## src/rtl/sigPkg.sv

```systemverilog
package sigPkg;

  typedef enum logic [1:0] {
    ST_IDLE,
    ST_HOLD,
    ST_SIDE,
    ST_WALK
  } phase_e;

  typedef enum logic [1:0] {
    T_HOLD,
    T_SIDE,
    T_WALK
  } tSel_e;

  // strobes from control to datapath
  typedef struct packed {
    logic  load;      // load the phase timer
    tSel_e sel;       // which length to load
    logic  consume;   // walk phase starting: drop request, arm lockout
    logic  flowDone;  // a vehicle green finished: release lockout
  } strobe_t;

endpackage

```

## src/rtl/sigDatapath.sv

```systemverilog
module sigDatapath
  import sigPkg::*;
#(
  parameter int HOLD_CYC    = 6,
  parameter int SIDE_CYC    = 4,
  parameter int WALK_CYC    = 3,
  parameter int SYNC_STAGES = 2
) (
  input  logic    clk,
  input  logic    rst,
  input  logic    sideCar,
  input  logic    walkBtn,
  input  strobe_t stb,
  output logic    carSync,
  output logic    walkReq,
  output logic    timerZero
);

  localparam int MAXA = (HOLD_CYC > SIDE_CYC) ? HOLD_CYC : SIDE_CYC;
  localparam int MAXC = (MAXA > WALK_CYC) ? MAXA : WALK_CYC;
  localparam int TW   = $clog2(MAXC + 1);
  localparam int NIN  = 2;

  logic [NIN-1:0] rawIn;
  logic [NIN-1:0] syncOut;
  logic           btnSync;
  logic           lockOut;
  logic [TW-1:0]  tmr;
  logic [TW-1:0]  loadVal;

  assign rawIn = {walkBtn, sideCar};

  // one synchronizer chain per asynchronous input
  for (genvar g = 0; g < NIN; g++) begin : gSync
    logic [SYNC_STAGES-1:0] sh;
    always_ff @(posedge clk) begin
      if (rst) sh <= '0;
      else     sh <= {sh[SYNC_STAGES-2:0], rawIn[g]};
    end
    assign syncOut[g] = sh[SYNC_STAGES-1];
  end

  assign carSync = syncOut[0];
  assign btnSync = syncOut[1];

  // request latch: set on a level while open, dropped when the walk starts
  always_ff @(posedge clk) begin
    if (rst)              walkReq <= 1'b0;
    else if (stb.consume) walkReq <= 1'b0;
    else if (btnSync && !lockOut) walkReq <= 1'b1;
  end

  // lockout: arming wins over release on the same edge
  always_ff @(posedge clk) begin
    if (rst)               lockOut <= 1'b0;
    else if (stb.consume)  lockOut <= 1'b1;
    else if (stb.flowDone) lockOut <= 1'b0;
  end

  always_comb begin
    unique case (stb.sel)
      T_SIDE:  loadVal = TW'(SIDE_CYC - 1);
      T_WALK:  loadVal = TW'(WALK_CYC - 1);
      default: loadVal = TW'(HOLD_CYC - 1);
    endcase
  end

  always_ff @(posedge clk) begin
    if (rst)           tmr <= '0;
    else if (stb.load) tmr <= loadVal;
    else if (tmr != '0) tmr <= tmr - 1'b1;
  end

  assign timerZero = (tmr == '0);

endmodule

```

## src/rtl/sigControl.sv

```systemverilog
module sigControl
  import sigPkg::*;
(
  input  logic    clk,
  input  logic    rst,
  input  logic    carSync,
  input  logic    walkReq,
  input  logic    timerZero,
  output strobe_t stb,
  output logic    hwyGreen,
  output logic    sideGreen,
  output logic    walkOn
);

  phase_e st, nxt;

  always_ff @(posedge clk) begin
    if (rst) st <= ST_IDLE;
    else     st <= nxt;
  end

  always_comb begin
    nxt = st;
    stb = '0;
    unique case (st)
      ST_IDLE: begin
        if (carSync || walkReq) begin
          nxt      = ST_HOLD;
          stb.load = 1'b1;
          stb.sel  = T_HOLD;
        end
      end
      ST_HOLD: begin
        if (timerZero) begin
          stb.flowDone = 1'b1;
          if (walkReq) begin
            nxt         = ST_WALK;
            stb.load    = 1'b1;
            stb.sel     = T_WALK;
            stb.consume = 1'b1;
          end else if (carSync) begin
            nxt      = ST_SIDE;
            stb.load = 1'b1;
            stb.sel  = T_SIDE;
          end else begin
            nxt = ST_IDLE;
          end
        end
      end
      ST_SIDE: begin
        if (timerZero) begin
          stb.flowDone = 1'b1;
          nxt          = ST_IDLE;
        end
      end
      default: begin
        if (timerZero) begin
          stb.load = 1'b1;
          if (carSync) begin
            nxt     = ST_SIDE;
            stb.sel = T_SIDE;
          end else begin
            nxt     = ST_HOLD;
            stb.sel = T_HOLD;
          end
        end
      end
    endcase
  end

  assign hwyGreen  = (st == ST_IDLE) || (st == ST_HOLD);
  assign sideGreen = (st == ST_SIDE);
  assign walkOn    = (st == ST_WALK);

endmodule

```

## src/rtl/hwySignalCtl.sv

```systemverilog
module hwySignalCtl
  import sigPkg::*;
#(
  parameter int HOLD_CYC    = 6,
  parameter int SIDE_CYC    = 4,
  parameter int WALK_CYC    = 3,
  parameter int SYNC_STAGES = 2
) (
  input  logic clk,
  input  logic rst,
  input  logic sideCar,
  input  logic walkBtn,
  output logic hwyGreen,
  output logic hwyRed,
  output logic sideGreen,
  output logic sideRed,
  output logic walkOn
);

  strobe_t stb;
  logic    carSync;
  logic    walkReq;
  logic    timerZero;

  sigDatapath #(
    .HOLD_CYC(HOLD_CYC), .SIDE_CYC(SIDE_CYC),
    .WALK_CYC(WALK_CYC), .SYNC_STAGES(SYNC_STAGES)
  ) u_dp (
    .clk(clk), .rst(rst), .sideCar(sideCar), .walkBtn(walkBtn),
    .stb(stb), .carSync(carSync), .walkReq(walkReq), .timerZero(timerZero)
  );

  sigControl u_ctl (
    .clk(clk), .rst(rst), .carSync(carSync), .walkReq(walkReq),
    .timerZero(timerZero), .stb(stb),
    .hwyGreen(hwyGreen), .sideGreen(sideGreen), .walkOn(walkOn)
  );

  assign hwyRed  = !hwyGreen;
  assign sideRed = !sideGreen;

endmodule

```

## config.mk

```make
export PLATFORM = sky130hd
export DESIGN_NAME = hwySignalCtl
export DESIGN_NICKNAME = d
export VERILOG_FILES = /design/src/rtl/sigPkg.sv /design/src/rtl/sigDatapath.sv /design/src/rtl/sigControl.sv /design/src/rtl/hwySignalCtl.sv
export SDC_FILE = /design/constraint.sdc
export NUM_CORES = 1
export LEC_CHECK = 0
export BUFFER_PORTS_ARGS = -buffer_cell sky130_fd_sc_hd__buf_2
export CORE_AREA = 5 5 42 44
export CTS_CLUSTER_DIAMETER = 100
export DETAILED_ROUTE_END_ITERATION = 16
export DIE_AREA = 0 0 47 49
export PLACE_DENSITY = 0.77
export SLEW_MARGIN = 15
export SYNTH_ARGS = -nofsm -noshare
export SYNTH_HDL_FRONTEND = slang
export SYNTH_SLANG_ARGS = --single-unit
```

## constraint.sdc

```tcl
create_clock -name clk -period 2.21 [get_ports clk]
set_clock_uncertainty 0.05 [all_clocks]
set_input_delay 0.1105 -clock clk [delete_from_list [all_inputs] [get_ports clk]]
set_output_delay 0.1105 -clock clk [all_outputs]
set_load 0.005 [all_outputs]
```

==> results.sh <==
export IMPL_cts_resized=0
export IMPL_cts_root_buffer="clkbuf_4"
export IMPL_crit_path_start_kind="flop"
export IMPL_seq_area_frac_synth_pct=35.7
export IMPL_slowest_stage="or3b_1"
export IMPL_timing_setup_tns_ps=0
export IMPL_yosys_top_cells_area="dfxtp_1, ha_1, nor2b_1"
export IMPL_hold_class="in2reg"
export IMPL_layout_drive_gt1_share_pct=19.0
export IMPL_synth_area_um2=617
export IMPL_endpoint_kind="flop"
export IMPL_yosys_area_share_adder_pct=14.2
export IMPL_rsz0062_at_grt="false"
export IMPL_nNetsFinal=91
export IMPL_clk_latency_ps=250
export IMPL_routabilityCongestion=0.763
export IMPL_yosysTopAreaCell="dfxtp_1"
export IMPL_dp_cells=91
export IMPL_numCtsBuffers=3
export IMPL_first_pass_iters=4
export IMPL_async_flop_share_pct=0
export IMPL_die_area_um2=2300
export IMPL_ios=9
export IMPL_grt_pass1_vias=439
export IMPL_cts_hold_buffers=0
export IMPL_path_cells="inv_1, ha_1, or3b_1, a22oi_2, mux2i_1, nor2_1"
export IMPL_synthXorXnorAreaFrac_pct=1.42
export IMPL_dp_hpwl_um=804
export IMPL_cts_buffer_depth=2
export IMPL_yosys_warnings=0
export IMPL_synth_simple_area_share_pct=21.3
export IMPL_post_cts_buffers=0
export IMPL_grt_pass1_wl_mm=1.75
export IMPL_drt_wl_total_um=985
export IMPL_diodes=0
export IMPL_fp_row_count=14
export IMPL_syn_avg_cell_area_um2=8.94
export IMPL_synthMuxAreaShare_pct=6.90
export IMPL_port_buffer_count=8
export IMPL_start_util_pct=44.0
export IMPL_via_count=481
export IMPL_core_um2=1400
export IMPL_max_vdd_ir_drop_v=0.000525
export IMPL_synthFlopType="dfxtp_1"
export IMPL_power_leakage_nw=0.301
export IMPL_crit_family="simple AND/OR/NAND/NOR gates"
export IMPL_finalSetupViolCount=0
export IMPL_cts_tree="yes"
export IMPL_slowest_delay_ps=410
export IMPL_grt_max_degree=12
export IMPL_crit_type="reg2reg"
export IMPL_crit_required_ps=2310
export IMPL_syn_nets=80
export IMPL_cp_arrival_ps=1910
export IMPL_yosysMostFrequentCell="dfxtp_1"
export IMPL_via_per_inst=5.06
export IMPL_drt_initial_drc_count=5
export IMPL_die_w_um=47
export IMPL_synth_top_area_share_pct=35.7
export IMPL_drc=0
export IMPL_ys_types=23
export IMPL_maxCapViolations=0
export IMPL_cp_max_fo=8
export IMPL_fmax_mhz=553
export IMPL_synth_compound_area_share_pct=15.6
export IMPL_antenna_found_initial=0
export IMPL_wl_per_cell_um=10.4
export IMPL_synth_top_cells_by_count="dfxtp_1, nor2_1, ha_1, nor2b_1, inv_1"
export IMPL_final_hold_violation_count=0
export IMPL_fin_crit_ps=1810
export IMPL_synth_top_family_by_area="simple AND/OR/NAND/NOR gates"
export IMPL_maxSlewViolCount=0
export IMPL_path_clk_slew_ps=60
export IMPL_critPathBufInv=1
export IMPL_maxSlewHeadroom_pct=73.1
export IMPL_overflow=0
export IMPL_postRouteAntennaNets=0
export IMPL_fin_crit_sh_pct=81.8
export IMPL_grtUsageTotal_pct=9.67
export IMPL_area_delta_synth_final_pct=12.8
export IMPL_status="completed"
export IMPL_cts_max_level=1
export IMPL_power_density_nw_per_um2=1150
export IMPL_final_cells=95
export IMPL_synthCells=69
export IMPL_synth_edf_count=0
export IMPL_die_h_um=49
export IMPL_cts_sinks=11
export IMPL_worst_pin_slew_ps=403
export IMPL_ys_seq_elements=11
-- final cells by class --
class                           count  area, um2
Clock buffer                        4       26.3
Fill cell                         150        706
Inverter                            6       22.5
Multi-Input combinational cell     50        367
Sequential cell                    11        220
Tap cell                           16       20.0
Timing Repair Buffer                8       40.0
-- metrics by stage --
step | hold WS, ps | cell area [um2] | power (mW) | setup WS, ps | util (%)
after global routing | 59.7 | 696 | 0.887 | 259 | 49.6
after floorplan | 132 | 617 | 0.595 | 542 | -
after global placement | 278 | 669 | 0.668 | 452 | 47.8
after CTS | 13.1 | 696 | 0.810 | 395 | 49.6
final | 22.0 | 696 | 0.799 | 402 | 49.6
after detailed placement | 285 | 669 | 0.679 | 405 | 47.8
-- worst paths after layout --
kind,start,endpoint,slack [ps],cells past startpoint
min,sideCar,u_dp.gSync[0].sh[0],20,2
max,u_ctl.st[1],u_ctl.st[0],400,6
min reg2reg,u_dp.gSync[1].sh[0],u_dp.gSync[1].sh[1],400,1
max reg2reg,u_ctl.st[1],u_ctl.st[0],400,6
-- layout by cell type (no fill, tap or decap) --
cell / netlist / final
mux2i_1: 2 / 2
nor2b_1: 7 / 7
buf_2: 0 / 8
or2_2: 1 / 1
clkbuf_1: 1 / 1
inv_1: 6 / 6
nor2_1: 9 / 9
a22oi_2: 1 / 1
mux2_2: 2 / 2
or3b_1: 1 / 1
a22oi_1: 1 / 1
a211o_1: 1 / 1
xnor2_1: 1 / 1
ha_1: 7 / 7
nand2b_1: 3 / 3
a211oi_1: 1 / 1
o221ai_1: 2 / 2
dfxtp_1: 11 / 11
nand3_1: 1 / 1
a21oi_1: 4 / 4
o211ai_1: 1 / 1
o21ai_0: 3 / 3
clkbuf_4: 0 / 3
nand3b_1: 2 / 2
-- where the power goes --
part | switching [mW] | internal (mW) | leakage [nW]
clock | 0.0573 | 0.0695 | 0.0150
sequential | 0.0333 | 0.240 | 0.0907
combinational | 0.198 | 0.200 | 0.195
-- worst register-to-register path, delay by kind of cell (launching register included) --
kind,cells,cell delay (ps)
compound gates,1,260
fa+ha+maj,1,260
buf+inv,1,80
flops,1,370
mux,1,230
simple gates,2,460
-- state kept, by name (all words and copies together) (netlist names) --
| signal | cells |
|---|---|
| u_dp.gSync.sh | 4 |
| u_dp.tmr | 3 |
| u_ctl.st | 2 |
| u_dp.lockOut | 1 |
| u_dp.walkReq | 1 |
-- metal layers --
layer / GRT usage, % / up-vias / part of all wire, %
met5: 0 / - / 0
met4: 4.15 / 0 / 0.51
met3: 1.11 / 2 / 3.7
met2: 14.9 / 6 / 49
met1: 13.1 / 218 / 47
li1: - / 255 / -
-- kinds of logic after synthesis --
| group | Yosys count |
|---|---|
| simple gates | 24 |
| compound gates | 14 |
| flops | 11 |
| buf+inv | 8 |
| fa+ha+maj | 7 |
| mux | 4 |
| xor+xnor | 1 |
(Power assumes the default switching activity.)
